==> src/rtl/gpio_irqwin_pkg.sv <==
// Package: shared constants, register selector type and address decode.
// Assumes word-aligned byte offsets on a 12-bit address.
package gpio_irqwin_pkg;

    localparam int ADDR_W = 12;
    localparam int DATA_W = 32;

    localparam logic [ADDR_W-1:0] OFS_SENSE = 12'h290;
    localparam logic [ADDR_W-1:0] OFS_FSEL  = 12'h294;
    localparam logic [ADDR_W-1:0] OFS_DRVEN = 12'h29C;
    localparam logic [ADDR_W-1:0] OFS_DRVAL = 12'h2A0;
    localparam logic [ADDR_W-1:0] OFS_PINS  = 12'h2A4;

    typedef enum logic [2:0] {
        SEL_NONE,
        SEL_SENSE,
        SEL_FSEL,
        SEL_DRVEN,
        SEL_DRVAL,
        SEL_PINS
    } regsel_e;

    // Map a byte offset onto the register it names.
    function automatic regsel_e decode(input logic [ADDR_W-1:0] a);
        regsel_e s;
        case (a)
            OFS_SENSE: s = SEL_SENSE;
            OFS_FSEL:  s = SEL_FSEL;
            OFS_DRVEN: s = SEL_DRVEN;
            OFS_DRVAL: s = SEL_DRVAL;
            OFS_PINS:  s = SEL_PINS;
            default:   s = SEL_NONE;
        endcase
        return s;
    endfunction

endpackage

==> src/rtl/gpio_irqwin_sync.sv <==
// Two-flop synchronizer for a vector of asynchronous pad levels.
// Assumes each bit is independent; no bus coherency is promised.
module gpio_irqwin_sync #(
    parameter int WIDTH = 22
) (
    input  logic             clk,
    input  logic             rst_n,
    input  logic [WIDTH-1:0] async_in,
    output logic [WIDTH-1:0] sync_out
);

    logic [WIDTH-1:0] stage1_q;
    logic [WIDTH-1:0] stage2_q;

    // Shift pad levels through two flops to settle metastability.
    always_ff @(posedge clk) begin
        if (!rst_n) begin
            stage1_q <= '0;
            stage2_q <= '0;
        end else begin
            stage1_q <= async_in;
            stage2_q <= stage1_q;
        end
    end

    assign sync_out = stage2_q;

endmodule

==> src/rtl/gpio_irqwin_regs.sv <==
// Register file: sense, function-select, drive-enable and drive-value
// registers plus the read multiplexer. Extracts the routing enable bit
// of each interrupt index from the function-select word.
// Assumes 2*(IRQ_BASE+IRQ_COUNT-1) < DATA_W and NUM_PINS < DATA_W.
module gpio_irqwin_regs
    import gpio_irqwin_pkg::*;
#(
    parameter int NUM_PINS  = 22,
    parameter int IRQ_COUNT = 6,
    parameter int IRQ_BASE  = 8
) (
    input  logic                 clk,
    input  logic                 rst_n,
    input  logic                 wr_en,
    input  logic [ADDR_W-1:0]    addr,
    input  logic [DATA_W-1:0]    wdata,
    input  logic [NUM_PINS-1:0]  pin_sync,
    output logic [DATA_W-1:0]    rdata,
    output logic [NUM_PINS-1:0]  drv_en_q,
    output logic [NUM_PINS-1:0]  drv_val_q,
    output logic [IRQ_COUNT-1:0] sense_q,
    output logic [IRQ_COUNT-1:0] irq_en
);

    logic [DATA_W-1:0] fsel_q;
    regsel_e           sel;

    assign sel = decode(addr);

    // Update the addressed register on a write; others hold.
    always_ff @(posedge clk) begin
        if (!rst_n) begin
            sense_q   <= '0;
            fsel_q    <= '0;
            drv_en_q  <= '0;
            drv_val_q <= '0;
        end else if (wr_en) begin
            case (sel)
                SEL_SENSE: sense_q   <= wdata[IRQ_COUNT-1:0];
                SEL_FSEL:  fsel_q    <= wdata;
                SEL_DRVEN: drv_en_q  <= wdata[NUM_PINS-1:0];
                SEL_DRVAL: drv_val_q <= wdata[NUM_PINS-1:0];
                default:   ;
            endcase
        end
    end

    // Return the addressed register, zero-extended; unmapped reads give 0.
    always_comb begin
        case (sel)
            SEL_SENSE: rdata = DATA_W'(sense_q);
            SEL_FSEL:  rdata = fsel_q;
            SEL_DRVEN: rdata = DATA_W'(drv_en_q);
            SEL_DRVAL: rdata = DATA_W'(drv_val_q);
            SEL_PINS:  rdata = DATA_W'(pin_sync);
            default:   rdata = '0;
        endcase
    end

    // Pick the routing bit at position 2*pin for every window index.
    for (genvar n = 0; n < IRQ_COUNT; n++) begin : g_en
        localparam int SEL_BIT = 2 * (IRQ_BASE + n);
        assign irq_en[n] = fsel_q[SEL_BIT];
    end

endmodule

==> src/rtl/gpio_irqwin_irqmap.sv <==
// Interrupt window: normalizes each routed window pin to active-high
// using its sense bit, and holds unrouted indices low.
// Assumes window pins arrive already synchronized.
module gpio_irqwin_irqmap #(
    parameter int IRQ_COUNT = 6
) (
    input  logic [IRQ_COUNT-1:0] win_pins,
    input  logic [IRQ_COUNT-1:0] sense,
    input  logic [IRQ_COUNT-1:0] irq_en,
    output logic [IRQ_COUNT-1:0] irq_out
);

    // One polarity stage per index: pass when sense is 1, invert when 0.
    for (genvar n = 0; n < IRQ_COUNT; n++) begin : g_irq
        logic level;
        assign level      = sense[n] ? win_pins[n] : ~win_pins[n];
        assign irq_out[n] = irq_en[n] & level;
    end

endmodule

==> src/rtl/gpio_irqwin.sv <==
// Top: pin I/O block with a fixed interrupt window. Ties together the
// synchronizer, register file and polarity stage. Pads are driven from
// the drive-value register while drive-enable is set.
// Assumes a single clock domain for the register port.
module gpio_irqwin
    import gpio_irqwin_pkg::*;
#(
    parameter int NUM_PINS  = 22,
    parameter int IRQ_COUNT = 6,
    parameter int IRQ_BASE  = 8
) (
    input  logic                 clk,
    input  logic                 rst_n,
    input  logic                 wr_en,
    input  logic [ADDR_W-1:0]    addr,
    input  logic [DATA_W-1:0]    wdata,
    output logic [DATA_W-1:0]    rdata,
    input  logic [NUM_PINS-1:0]  pad_in,
    output logic [NUM_PINS-1:0]  pad_out,
    output logic [NUM_PINS-1:0]  pad_oe,
    output logic [IRQ_COUNT-1:0] irq_out
);

    logic [NUM_PINS-1:0]  pin_sync;
    logic [NUM_PINS-1:0]  drv_en_q;
    logic [NUM_PINS-1:0]  drv_val_q;
    logic [IRQ_COUNT-1:0] sense_q;
    logic [IRQ_COUNT-1:0] irq_en;
    logic [IRQ_COUNT-1:0] win_pins;

    gpio_irqwin_sync #(.WIDTH(NUM_PINS)) u_sync (
        .clk      (clk),
        .rst_n    (rst_n),
        .async_in (pad_in),
        .sync_out (pin_sync)
    );

    gpio_irqwin_regs #(
        .NUM_PINS  (NUM_PINS),
        .IRQ_COUNT (IRQ_COUNT),
        .IRQ_BASE  (IRQ_BASE)
    ) u_regs (
        .clk       (clk),
        .rst_n     (rst_n),
        .wr_en     (wr_en),
        .addr      (addr),
        .wdata     (wdata),
        .pin_sync  (pin_sync),
        .rdata     (rdata),
        .drv_en_q  (drv_en_q),
        .drv_val_q (drv_val_q),
        .sense_q   (sense_q),
        .irq_en    (irq_en)
    );

    assign win_pins = pin_sync[IRQ_BASE +: IRQ_COUNT];

    gpio_irqwin_irqmap #(.IRQ_COUNT(IRQ_COUNT)) u_irqmap (
        .win_pins (win_pins),
        .sense    (sense_q),
        .irq_en   (irq_en),
        .irq_out  (irq_out)
    );

    assign pad_out = drv_val_q;
    assign pad_oe  = drv_en_q;

endmodule

==> config.mk <==
export PLATFORM = sky130hd
export DESIGN_NAME = gpio_irqwin
export DESIGN_NICKNAME = d
export VERILOG_FILES = /design/src/rtl/gpio_irqwin_pkg.sv /design/src/rtl/gpio_irqwin_sync.sv /design/src/rtl/gpio_irqwin_regs.sv /design/src/rtl/gpio_irqwin_irqmap.sv /design/src/rtl/gpio_irqwin.sv
export SDC_FILE = /design/constraint.sdc
export NUM_CORES = 1
export LEC_CHECK = 0
export BUFFER_PORTS_ARGS = -buffer_cell sky130_fd_sc_hd__buf_2
export CORE_ASPECT_RATIO = 1.2
export CORE_MARGIN = 5
export CORE_UTILIZATION = 54
export DETAILED_ROUTE_END_ITERATION = 16
export PLACE_DENSITY = 0.87
export SLEW_MARGIN = 20
export SYNTH_ARGS = -nofsm -noshare
export SYNTH_HDL_FRONTEND = slang
export SYNTH_SLANG_ARGS = --single-unit
export TNS_END_PERCENT = 1
==> constraint.sdc <==
create_clock -name clk -period 4.4 [get_ports clk]
set_input_delay 0.44 -clock clk [delete_from_list [all_inputs] [get_ports clk]]
set_output_delay 0.44 -clock clk [all_outputs]
set_load 0.01 [all_outputs]
## Word level (Yosys, flattened, before mapping)

Cells that the tools add are included.

| operators by class | value |
|---|---|
| reductions and logical operators | 4 |
| muxes and demuxes | 8 |
| equal/unequal tests | 10 |
| bitwise logic cells | 12 |

Operators by type and width:

| kind | number |
|---|---|
| $pmux 32 s5 | 1 |
| $eq 12x10->1 const B | 5 |
| $pmux 3 s5 | 1 |
| $reduce_and 2->1 | 4 |
| $and 1x1->1 | 6 |
| $eq 3x2->1 const B | 2 |
| $eq 3x3->1 const B | 2 |
| $mux 1 | 6 |
| $not 1->1 | 6 |
| $eq 3x1->1 const B | 1 |

| storage, ports and cells | value |
|---|---|
| output and inout bits | 82 |
| bits in registers | 126 |
| word-level logic and storage cells | 40 |
| bits of input ports | 69 |

## Logic depth before layout (Yosys ltp)

| depth | value |
|---|---|
| word-level depth | 4 |
| mapped depth | 6 |
| mapped depth without buffers | 3 |

## Modules after synthesis

A second synthesis with hierarchy kept.

| second synthesis, totals | value |
|---|---|
| cell total of the unflattened synthesis | 536 |
| area total of the unflattened synthesis | 5131.2 µm² |

By module, submodules not included:

| module | times used | area an instance (µm²) | sequential area each (µm²) | cells an instance |
|---|---|---|---|---|
| gpio_irqwin_regs | 1 | 3809.9 | 1641.6 | 432 |
| gpio_irqwin_sync | 1 | 1231.2 | 880.8 | 92 |
| gpio_irqwin_irqmap | 1 | 90.1 | 0.0 | 12 |

## Worst setup path before layout

OpenSTA, ideal clock, no wires.

| timing | value |
|---|---|
| path type | input port to output port |
| from | input port addr[11] |
| to | output port rdata[10] |
| arrival | 1.921 ns |
| slack | 2.039 ns |
| data required time | 3.960 ns |
| stages | 4 |
| path buffers | 1 |
| cell sequence | or4_4 nor4b_2 buf_2 a221o_1 |

| on the way | value |
|---|---|
| longest elaborated chain between the ends | 4 |
| elaborated cells on any way between the ends | 12 |
| classes of those cells | eq/ne: 10; mux: 2 |

RTL lines:

| element | RTL line | RTL |
|---|---|---|
| start, declared | gpio_irqwin.sv:15 | `input logic [ADDR_W-1:0] addr,` |
| $eq 12x10->1 | gpio_irqwin_pkg.sv:26 | `case (a)` |
| $pmux 3 s5 * | gpio_irqwin_pkg.sv:26 |  |
| $eq 3x3->1 (tied with other cells) | gpio_irqwin_regs.sv:50 | `case (sel)` |
| $pmux 32 s5 * | gpio_irqwin_regs.sv:50 |  |
| end, declared | gpio_irqwin.sv:17 | `output logic [DATA_W-1:0] rdata,` |

Every way passes the cells marked *; elsewhere a longest branch is shown, timed or not.

## Worst setup path in the final report

| timing | value |
|---|---|
| from | input port addr[6] |
| to | output port rdata[8] |

The elaborated chain is that of the path after synthesis.

==> results.yml <==
clock_tree:
  cts-htree-levels: 4
  root_buffer: "clkbuf_16"
  clock_sinks: 126
  cts-resized-gates: 0
  cts_tree: "built"
  hold_buffers: 0
  clockBufferDepth: 2
  clock_latency_ns: 0.40
  post_cts_buffers: 0
  cts_made_buffers: 17
  clkTransAtPathRegs_ns: 0.06
die:
  die_height_um: 118
  dieWidth_um: 99.9
  num_io_pins: 151
  coreArea_sq_um: 9520
  die_area_sq_um: 11800
  start_util_pct: 55.0
  placementRows: 39
placed_design:
  dp_worst_setup_slack_ns: 1.25
  dp.cells: 769
  place_congestion: 0.792
  dp_hpwl_mm: 9.78
  port-buffer-count: 150
critical_path:
  worst-path-max-fanout: 17
  r2r_end: "u_regs.fsel_q[17]"
  path_class: "input port to output port"
  crit_path_end_kind: "output port"
  startpoint: "addr[6]"
  critical_path_arrival_ns: 2.56
  critPathCapture: "rdata[8]"
  rrSetupSlack_ns: 3.65
  start_kind: "input port"
  worstPathRequired_ns: 3.96
  worstRegToRegCells: 2
  r2r_start: "u_regs.fsel_q[17]"
timing:
  rsz0062_at_grt: "no"
  min_period_over_period_pct: 68.2
  skew_ns: 0.00424
  holdWs_ns: 0.237
  period_minus_slack_ns: 3.00
  finalSetupViolCount: 0
  worst_pin_slew_ns: 1.06
  layout_setup_ws_ns: 1.40
  hold_viol: 0
  slew_headroom_pct: 29.3
  fin_setup_tns_ns: 0
  clock.fmax_mhz: 333
  drv_slew: 0
finish:
  area_growth_pct: 27.3
  fin_cells: 802
  drive_above_1_share_pct: 28.1
  nets: 735
  diodes: 0
logic_synthesis:
  syn_area_sq_um: 5230
  synth_cells: 532
  yosysMostFrequentCell: "dfxtp_1"
  synth.largest_area_cell: "dfxtp_1"
  async_reset_ff_share_pct: 0
  yosys-top-cells-area: "dfxtp_1 (48%), mux2i_1 (20%), nand2_1 (8.2%), and2_1 (7.2%), a221o_1 (3.1%)"
  synth_common_cells: "dfxtp_1 (126), nand2_1 (115), mux2i_1 (104)"
  synth_fp_nets: 601
  synth_cell_types: 31
  synth_top_area_share_pct: 48.2
  synth_edf_count: 0
  syn_area_per_cell_sq_um: 9.84
  yosys_most_used_dff: "dfxtp_1"
  ys_seq_area_share_pct: 48.2
  ys_ff_latch: 126
  yosys_warnings: 0
power:
  finalPower_mw: 2.76
  peakVddDrop_uv: 267
  p_per_area_nw_per_um2: 414
  leakagePower_nw: 3.46
route:
  wl_per_cell_um: 17.9
  final_antenna_net_count: 0
  dr.pass1.iters: 4
  drt_iter0_drc: 263
  totalWireLength_mm: 14.4
  drc_errors: 0
  routed_via_density: 5.51
  vias: 4419
global_route:
  antenna_found_initial: 0
  overflow: 0
  globalRoute.busiestLayer: "met2"
  gr-usage-all-layers_pct: 24.4
  met1_usage_pct: 25.6
  grt_max_degree: 116
  gr-usage-met2_pct: 43.8
  grt_pass1_wl_mm: 22.4
  use_met3_pct: 5.87
  grt_pass1_vias: 4460
run_status:
  outcome: "finished, final reports clean"
run:
  cap_violations: 0
worst_hold_path:
  hp-class: "input port to flop"
[where the power goes]
group | switching [mW] | internal (mW) | leakage, nW
combinational | 0.0664 | 0.0471 | 2.13
sequential | 0.00699 | 1.16 | 1.02
clock | 0.485 | 0.988 | 0.305
total | 0.559 | 2.20 | 3.46
[per-layer routing]
| layer | wire length [um] | part of all wire [%] |
|---|---|---|
| met3 | 945 | 6.6 |
| met2 | 7640 | 53 |
| met4 | 407 | 2.8 |
| met5 | 0 | 0 |
| met1 | 5390 | 37 |
[flip-flops by register name (all words and copies together) (netlist names)]
name	flops
u_regs.fsel_q	32
u_regs.drv_val_q	22
u_regs.sense_q	6
u_regs.drv_en_q	22
u_sync.stage1_q	22
u_sync.sync_out	22
[cells by family after synthesis]
logic type | Yosys count | synth area share [%]
and+or+nand+nor | 225 | 22.5
DFF | 126 | 48.2
muxes | 104 | 19.9
buffers and inverters | 43 | 3.56
AOI/OAI and AO/OA | 28 | 4.83
xor gates and xnor gates | 6 | 1.00
[worst min-delay path by stage]
stage                   startpoint                  end  slack, ns  depth (start not counted)
2_1_floorplan   u_sync.stage1_q[0]   u_sync.sync_out[0]       0.41                          1
3_3_place_gp   u_sync.stage1_q[15]  u_sync.sync_out[15]       0.42                          1
3_5_place_dp    u_sync.stage1_q[6]   u_sync.sync_out[6]       0.42                          1
4_1_cts                 pad_in[12]  u_sync.stage1_q[12]       0.22                          2
5_1_grt                 pad_in[11]  u_sync.stage1_q[11]       0.23                          2
6_report                pad_in[19]  u_sync.stage1_q[19]       0.24                          2
[final cells by class]
type | instances | area, sq um
Clock buffer | 21 | 470
Clock inverter | 11 | 163
Multi-Input combinational cell | 363 | 2530
Timing Repair Buffer | 158 | 817
Tap cell | 123 | 154
Fill cell | 740 | 2860
Sequential cell | 126 | 2520
[through the flow]
step / util, % / instance area, sq um
after floorplan: - / 5230
after global placement: 63.2 / 6010
after detailed placement: 63.2 / 6010
after CTS: 69.9 / 6650
after global routing: 70.0 / 6660
final: 70.0 / 6660
[cell usage in the layout (no fill, tap or decap), drive strengths merged]
| cell type | n |
|---|---|
| nor2b | 7 |
| xnor2 | 6 |
| clkinv | 4 |
| nand4b | 1 |
| nor4bb | 6 |
| nor3b | 2 |
| nand2 | 115 |
| bufinv | 4 |
| o22ai | 5 |
| or4 | 2 |
| nor4b | 1 |
| a221o | 16 |
| clkbuf | 21 |
| nand4bb | 1 |
| and3b | 2 |
| a221oi | 5 |
| and2 | 60 |
| nand4 | 3 |
| nor2 | 1 |
| clkinvlp | 3 |
| or4bb | 1 |
| a211o | 1 |
| and4 | 1 |
| mux2i | 104 |
| or3 | 1 |
| a2111oi | 1 |
| nand3 | 1 |
| dfxtp | 126 |
| nand3b | 1 |
| nor4 | 19 |
| buf | 158 |
[critical path, stage by stage]
cell      delay, ns
buf_2          0.10
nor4bb_1       0.68
and4_1         0.90
a221o_1        0.29
buf_2          0.14
(Power assumes the default switching activity.)
